<file path="src/rtl/pwrseq_pkg.sv">
// Shared constants and state types for the PHY power-up sequencer.
// Assumes pd_ctl bit positions are fixed by the PHY wiring.
package pwrseq_pkg;
    localparam int PD_PORT = 6;
    localparam int PD_PLL  = 5;
    localparam int PD_BG   = 4;
    localparam int PD_VCO  = 3;
    localparam int PD_CAP  = 2;
    localparam int PD_IO   = 1;
    localparam logic [6:0] PD_ALL = 7'h7F;

    localparam logic [1:0] REQ_IDLE    = 2'd0;
    localparam logic [1:0] REQ_DPD_OFF = 2'd1;

    typedef enum logic [2:0] {
        ST_IDLE, ST_HS, ST_W_BG, ST_W_PLL, ST_W_PORT
    } seq_state_t;

    typedef enum logic [1:0] {
        HS_IDLE, HS_REQ, HS_POLL
    } hs_state_t;
endpackage

</file>
<file path="src/rtl/pwrseq_tick_cnt.sv">
// Interval counter: hit pulses every 'limit' cycles while clr is low.
// Assumes limit >= 1; clr holds the count at zero.
module pwrseq_tick_cnt #(
    parameter int W = 8
) (
    input  logic         clk,
    input  logic         rst_n,
    input  logic         clr,
    input  logic [W-1:0] limit,
    output logic         hit
);
    logic [W-1:0] cnt;

    assign hit = !clr && (cnt == limit - W'(1));

    // Count up, wrapping on hit, held at zero while cleared.
    always_ff @(posedge clk) begin
        if (!rst_n || clr || hit) cnt <= '0;
        else                      cnt <= cnt + W'(1);
    end
endmodule

</file>
<file path="src/rtl/pwrseq_dpd_hs.sv">
// Deep power-down release handshake with the power-management unit.
// Sets sample enable and timer, raises the request one cycle later, then
// samples the status every POLL_US. Signals ok on the first low sample and
// fail when the status is still high at the last sample. Assumes go only
// arrives while the handshake is idle.
module pwrseq_dpd_hs
    import pwrseq_pkg::*;
#(
    parameter int CYC_PER_US = 4,
    parameter int POLL_US    = 20,
    parameter int TIMEOUT_US = 10000,
    parameter int TIMER_W    = 8,
    parameter int TIMER_VAL  = 10
) (
    input  logic               clk,
    input  logic               rst_n,
    input  logic               go,
    input  logic               lvds_on_stat,
    output logic               sample_en,
    output logic [TIMER_W-1:0] timer_val,
    output logic               req_lvds,
    output logic [1:0]         req_code,
    output logic               ok,
    output logic               fail
);
    localparam int POLL_CYC = POLL_US * CYC_PER_US;
    localparam int N_POLL   = TIMEOUT_US / POLL_US;
    localparam int PC_W     = $clog2(POLL_CYC + 1);
    localparam int NP_W     = $clog2(N_POLL + 1);

    hs_state_t     hst;
    logic          tick;
    logic          last;
    logic [NP_W-1:0] polls;

    pwrseq_tick_cnt #(.W(PC_W)) u_poll_tmr (
        .clk(clk), .rst_n(rst_n), .clr(hst != HS_POLL),
        .limit(PC_W'(POLL_CYC)), .hit(tick)
    );

    assign last = (polls == NP_W'(N_POLL - 1));
    assign ok   = (hst == HS_POLL) && tick && !lvds_on_stat;
    assign fail = (hst == HS_POLL) && tick && lvds_on_stat && last;

    // Handshake state and register outputs toward the power-management unit.
    always_ff @(posedge clk) begin
        if (!rst_n) begin
            hst       <= HS_IDLE;
            sample_en <= 1'b0;
            timer_val <= '0;
            req_lvds  <= 1'b0;
            req_code  <= REQ_IDLE;
            polls     <= '0;
        end else begin
            case (hst)
                HS_IDLE: if (go) begin
                    sample_en <= 1'b1;
                    timer_val <= TIMER_W'(TIMER_VAL);
                    hst       <= HS_REQ;
                end
                HS_REQ: begin
                    req_lvds <= 1'b1;
                    req_code <= REQ_DPD_OFF;
                    polls    <= '0;
                    hst      <= HS_POLL;
                end
                HS_POLL: if (tick) begin
                    if (ok) begin
                        sample_en <= 1'b0;
                        hst       <= HS_IDLE;
                    end else if (last) begin
                        hst <= HS_IDLE;
                    end else begin
                        polls <= polls + NP_W'(1);
                    end
                end
                default: hst <= HS_IDLE;
            endcase
        end
    end
endmodule

</file>
<file path="src/rtl/phy_pwrup_seq.sv">
// PHY power-up sequencer top. Steps the seven power-down controls through
// the fixed release order, with the deep power-down handshake as step 2 and
// timed waits after steps 2, 3 and 4. Assumes start is a single-cycle pulse
// and lane0_up is synchronous to clk.
module phy_pwrup_seq
    import pwrseq_pkg::*;
#(
    parameter int CYC_PER_US = 4,
    parameter int POLL_US    = 20,
    parameter int TIMEOUT_US = 10000,
    parameter int W_BG_US    = 15,
    parameter int W_PLL_US   = 25,
    parameter int W_PORT_US  = 225,
    parameter int TIMER_W    = 8,
    parameter int TIMER_VAL  = 10
) (
    input  logic               clk,
    input  logic               rst_n,
    input  logic               start,
    input  logic               lane0_up,
    input  logic               pmu_lvds_on_stat,
    output logic [6:0]         pd_ctl,
    output logic               pmu_sample_en,
    output logic [TIMER_W-1:0] pmu_timer_val,
    output logic               pmu_req_lvds,
    output logic [1:0]         pmu_req_code,
    output logic               busy,
    output logic               done,
    output logic               already_up,
    output logic               err,
    output logic               powered
);
    localparam int BG_CYC   = W_BG_US * CYC_PER_US;
    localparam int PLL_CYC  = W_PLL_US * CYC_PER_US;
    localparam int PORT_CYC = W_PORT_US * CYC_PER_US;
    localparam int WAIT_W   = $clog2(PORT_CYC + 1);

    seq_state_t      st;
    logic            accept, shortcut, in_wait;
    logic            hs_ok, hs_fail, wait_hit;
    logic [WAIT_W-1:0] wait_lim;

    assign busy     = (st != ST_IDLE);
    assign accept   = (st == ST_IDLE) && start && !powered && !lane0_up;
    assign shortcut = (st == ST_IDLE) && start && (powered || lane0_up);
    assign in_wait  = (st == ST_W_BG) || (st == ST_W_PLL) || (st == ST_W_PORT);

    // Select the wait length for the current step.
    always_comb begin
        case (st)
            ST_W_BG:  wait_lim = WAIT_W'(BG_CYC);
            ST_W_PLL: wait_lim = WAIT_W'(PLL_CYC);
            default:  wait_lim = WAIT_W'(PORT_CYC);
        endcase
    end

    pwrseq_tick_cnt #(.W(WAIT_W)) u_step_tmr (
        .clk(clk), .rst_n(rst_n), .clr(!in_wait),
        .limit(wait_lim), .hit(wait_hit)
    );

    pwrseq_dpd_hs #(
        .CYC_PER_US(CYC_PER_US), .POLL_US(POLL_US), .TIMEOUT_US(TIMEOUT_US),
        .TIMER_W(TIMER_W), .TIMER_VAL(TIMER_VAL)
    ) u_hs (
        .clk(clk), .rst_n(rst_n), .go(accept), .lvds_on_stat(pmu_lvds_on_stat),
        .sample_en(pmu_sample_en), .timer_val(pmu_timer_val),
        .req_lvds(pmu_req_lvds), .req_code(pmu_req_code),
        .ok(hs_ok), .fail(hs_fail)
    );

    // Step sequencing, power-down control pattern and result pulses.
    always_ff @(posedge clk) begin
        if (!rst_n) begin
            st         <= ST_IDLE;
            pd_ctl     <= PD_ALL;
            done       <= 1'b0;
            already_up <= 1'b0;
            err        <= 1'b0;
            powered    <= 1'b0;
        end else begin
            done       <= 1'b0;
            already_up <= 1'b0;
            err        <= 1'b0;
            case (st)
                ST_IDLE: begin
                    if (shortcut) begin
                        done       <= 1'b1;
                        already_up <= 1'b1;
                    end
                    if (accept) begin
                        pd_ctl <= PD_ALL;
                        st     <= ST_HS;
                    end
                end
                ST_HS: begin
                    if (hs_ok) begin
                        pd_ctl[PD_IO] <= 1'b0;
                        st            <= ST_W_BG;
                    end else if (hs_fail) begin
                        err <= 1'b1;
                        st  <= ST_IDLE;
                    end
                end
                ST_W_BG: if (wait_hit) begin
                    pd_ctl[PD_BG] <= 1'b0;
                    st            <= ST_W_PLL;
                end
                ST_W_PLL: if (wait_hit) begin
                    pd_ctl[PD_PLL] <= 1'b0;
                    pd_ctl[PD_VCO] <= 1'b0;
                    pd_ctl[PD_CAP] <= 1'b0;
                    st             <= ST_W_PORT;
                end
                ST_W_PORT: if (wait_hit) begin
                    pd_ctl[PD_PORT] <= 1'b0;
                    done            <= 1'b1;
                    powered         <= 1'b1;
                    st              <= ST_IDLE;
                end
                default: st <= ST_IDLE;
            endcase
        end
    end
endmodule

</file>
<file path="config.mk">
export PLATFORM = sky130hd
export DESIGN_NAME = phy_pwrup_seq
export DESIGN_NICKNAME = d
export VERILOG_FILES = /design/src/rtl/pwrseq_pkg.sv /design/src/rtl/pwrseq_tick_cnt.sv /design/src/rtl/pwrseq_dpd_hs.sv /design/src/rtl/phy_pwrup_seq.sv
export SDC_FILE = /design/constraint.sdc
export NUM_CORES = 1
export LEC_CHECK = 0
export BUFFER_PORTS_ARGS = -buffer_cell sky130_fd_sc_hd__buf_2
export CAP_MARGIN = 20
export CORE_MARGIN = 1
export CORE_UTILIZATION = 29
export DETAILED_ROUTE_END_ITERATION = 12
export GPL_TIMING_DRIVEN = 1
export PLACE_DENSITY_LB_ADDON = 0.2
export SYNTH_ARGS = -nofsm -noshare
export SYNTH_HDL_FRONTEND = slang
export SYNTH_SLANG_ARGS = --single-unit
</file>
<file path="constraint.sdc">
create_clock -name clk -period 2.25 [get_ports clk]
set_input_delay 0.225 -clock clk [delete_from_list [all_inputs] [get_ports clk]]
set_output_delay 0.225 -clock clk [all_outputs]
set_load 0.005 [all_outputs]
</file>
==> results.py <==
metrics = {
    "place": {
        "gp_congestion": 0.7377,
        "detailedPlacementHpwl_mm": 2.665,
        "dp_cells": 311,
        "port-buffer-count": 20,
    },
    "finish": {
        "syn2layout_area_growth_pct": 8.479,
        "n_antenna_cell": 0,
        "drive_above_1_share_pct": 16.18,
        "layout.cells.non_filler": 318,
        "multi_input_comb_area_um2": 1022,
        "register_area_um2": 840.8,
        "nets": 249,
        "layout.filler_cells": 697,
    },
    "route": {
        "detail_route.iter0.violations": 105,
        "post_drt_wl_per_cell_um": 11.60,
        "drc": 0,
        "ant_nets": 0,
        "drt-total-wl_mm": 3.689,
        "vias": 1504,
        "via_per_inst": 4.730,
        "detail_route.first_pass.iterations": 4,
    },
    "logic_synthesis": {
        "synthFlopType": "sky130_fd_sc_hd__dfxtp_1",
        "synth.area.top_cells": "sky130_fd_sc_hd__dfxtp_1 (42%), sky130_fd_sc_hd__nor2_1 (6.5%), sky130_fd_sc_hd__xnor2_1 (4.8%), sky130_fd_sc_hd__buf_4 (4.5%), sky130_fd_sc_hd__xor2_1 (3.9%)",
        "ys_types": 50,
        "synthesis.area_per_instance_um2": 8.959,
        "syn-instance-count": 224,
        "ffs_latches_synth": 42,
        "yosys_warnings": 0,
        "synth_top_area_share_pct": 41.90,
        "async_flop_share_pct": 0,
        "synth.yosys.seq_area_share_pct": 41.90,
        "synthDominantAreaCellType": "sky130_fd_sc_hd__dfxtp_1",
        "netlist_area_um2": 2007,
        "synth_edf_count": 0,
    },
    "global_route": {
        "gr-usage-all-layers_pct": 11.24,
        "grt_remaining_overflow": 0,
        "grt_antenna_before_repair": 0,
        "first_global_vias": 1319,
        "grt_first_pass_wirelength_mm": 6.403,
        "grt_max_degree": 24,
    },
    "setup_path": {
        "startpoint_type": "flip-flop",
        "crit_type": "flip-flop to flip-flop",
        "worst_ep_arrival_time_ps": 2110,
        "cp_max_fo": 9,
        "critical_path.endpoint_type": "flip-flop",
        "required_ps": 2470,
    },
    "pwr": {
        "pwr-share-clk_pct": 33.3,
        "int_power_mw": 1.022,
        "peak_supply_drop_uv": 273.0,
        "static-leakage-power_nw": 0.8034,
        "power.density_nw_per_um2": 629.1,
        "net-switching-power_mw": 0.3472,
        "netSwitchingFraction_pct": 25.35,
        "comb_power_share_pct": 9.2,
        "power_mw": 1.370,
        "power.share.sequential_pct": 57.5,
    },
    "floorplanning": {
        "floorplan.core_area_um2": 6531,
        "io_pins": 29,
        "chipHeight_um": 85.19,
        "fp-row-count": 29,
        "design.die.area_um2": 7257,
        "initial_core_util_pct": 30.73,
        "fp.dieW_um": 85.19,
    },
    "clock_tree": {
        "tritoncts": "done",
        "cts.path.max_buffers": 2,
        "post_cts_buffers": 0,
        "cts_made_buffers": 5,
        "cts.clk_slew.worst_paths_ps": 70,
        "clk_root_buffer_cell": "sky130_fd_sc_hd__clkbuf_8",
        "cts_max_level": 2,
        "clk-insertion-delay-late_ps": 290,
        "sinks_on_clock_net": 42,
        "cts_repair_resize_count": 0,
        "post_cts_hold_buffer_count": 0,
    },
    "run": {
        "timing.max_cap.violations": 0,
    },
    "timing": {
        "finalCriticalPeriod_ps": 1888,
        "slew_viol_final": 0,
        "achievable-frequency_mhz": 529.7,
        "finalHoldViolCount": 0,
        "worst_clock_skew_ps": 7.535,
        "setup_violations": 0,
        "fin_crit_sh_pct": 83.91,
        "totalNegativeSetupSlack_ps": 0,
        "grt_setup_unrepaired": "no",
    },
    "worst_hold_path": {
        "worstHoldPathType": "primary input to flip-flop",
    },
    "status": {
        "outcome": "finished, final reports clean",
    },
}
power groups by stage:
| stage | Combinational (mW) | Clock [mW] | Sequential [mW] |
|---|---|---|---|
| final | 0.126 | 0.456 | 0.787 |
| after global routing | 0.144 | 0.505 | 0.792 |
| after CTS | 0.128 | 0.478 | 0.787 |
| after detailed placement | 0.128 | 0 | 0.804 |
| after global placement | 0.128 | 0 | 0.805 |
| after floorplan | 0.121 | 0 | 0.789 |
area by class of cell:
cell class / count / area share, %
Clock buffer: 7 / 3.506
Inverter: 7 / 1.207
Multi-Input combinational cell: 163 / 46.95
Sequential cell: 42 / 38.62
Tap cell: 77 / 4.425
Timing Repair Buffer: 22 / 5.287
placed cells by master (no fill, tap or decap), types with 3 or more instances in the layout:
cell type,instances
sky130_fd_sc_hd__a21boi_0,4
sky130_fd_sc_hd__o21a_1,3
sky130_fd_sc_hd__buf_2,20
sky130_fd_sc_hd__clkbuf_8,5
sky130_fd_sc_hd__nand3_1,9
sky130_fd_sc_hd__nor2_1,35
sky130_fd_sc_hd__nor3_1,7
sky130_fd_sc_hd__dfxtp_1,42
sky130_fd_sc_hd__nand2b_1,3
sky130_fd_sc_hd__nand2_1,18
sky130_fd_sc_hd__xnor2_1,11
sky130_fd_sc_hd__conb_1,8
sky130_fd_sc_hd__xor2_1,9
sky130_fd_sc_hd__inv_1,7
sky130_fd_sc_hd__o21ai_0,4
sky130_fd_sc_hd__nand4_1,7
sky130_fd_sc_hd__a21oi_1,3
sky130_fd_sc_hd__ha_1,3
worst max-delay path, cell delays in order, from the launching register on:
cell and delay (ps):
sky130_fd_sc_hd__dfxtp_1 510, sky130_fd_sc_hd__nand2b_4 130, sky130_fd_sc_hd__mux2i_1 160, sky130_fd_sc_hd__a2111o_1 540, sky130_fd_sc_hd__a2111o_1 420, sky130_fd_sc_hd__o211ai_2 60
kinds of logic (layout without fill, tap and decap cells):
kind of cell             Yosys count  in the layout  share of synthesized area (%)
buffers and inverters             25             36                          8.292
AO/OA/AOI/OAI                     26             26                          9.601
adder cells (fa/ha/maj)            3              3                          1.871
XOR/XNOR                          20             20                          8.728
flip-flops                        42             42                          41.90
other                              2              8                         0.3742
AND/OR/NAND/NOR                  104            104                          28.24
multiplexers                       2              2                         0.9975
Yosys cell counts (all sizes together) (5+ instances only):
cell,number
nand2,18
nand4,7
dfxtp,42
buf,16
nor3,7
o21ai,5
xor2,9
inv,7
xnor2,11
nor2,35
nand3,11
per-stage QoR:
| step | utilization [%] | setup slack (ps) | hold slack [ps] | area, um^2 |
|---|---|---|---|---|
| 4_1_cts | 33.33 | 352.7 | 182.5 | 2177 |
| 5_1_grt | 33.33 | 234.1 | 207.0 | 2177 |
| 3_5_place_dp | 32.16 | 365.9 | 432.9 | 2101 |
| 2_1_floorplan | - | 527.1 | 355.1 | 2029 |
| 3_3_place_gp | 32.16 | 358.3 | 423.6 | 2101 |
| 6_report | 33.33 | 362.0 | 199.8 | 2177 |
routing by layer:
layer / part of all wire [%] / up-vias / GRT usage (%)
met1: 56 / 670 / 16.39
met4: 1.5 / 0 / 5.085
met3: 5.2 / 5 / 3.210
met5: 0 / - / 0
li1: - / 786 / -
met2: 38 / 43 / 15.10
sequential cells by signal, indices dropped and copies added (netlist names), 2 cells and up:
register	count
pd_ctl	4
st	3
u_hs.u_poll_tmr.cnt	7
u_hs.polls	9
u_hs.hst	2
u_step_tmr.cnt	10
final timing paths:
check | from | endpoint | slack [ps] | depth (start not counted)
hold reg to reg | u_hs.u_poll_tmr.cnt[0] | u_hs.u_poll_tmr.cnt[0] | 440 | 1
setup reg to reg | st[1] | st[0] | 360 | 5
hold / removal | start | already_up | 200 | 3
setup / recovery | st[1] | st[0] | 360 | 5
No activity file was read; power rests on OpenSTA's default activity.
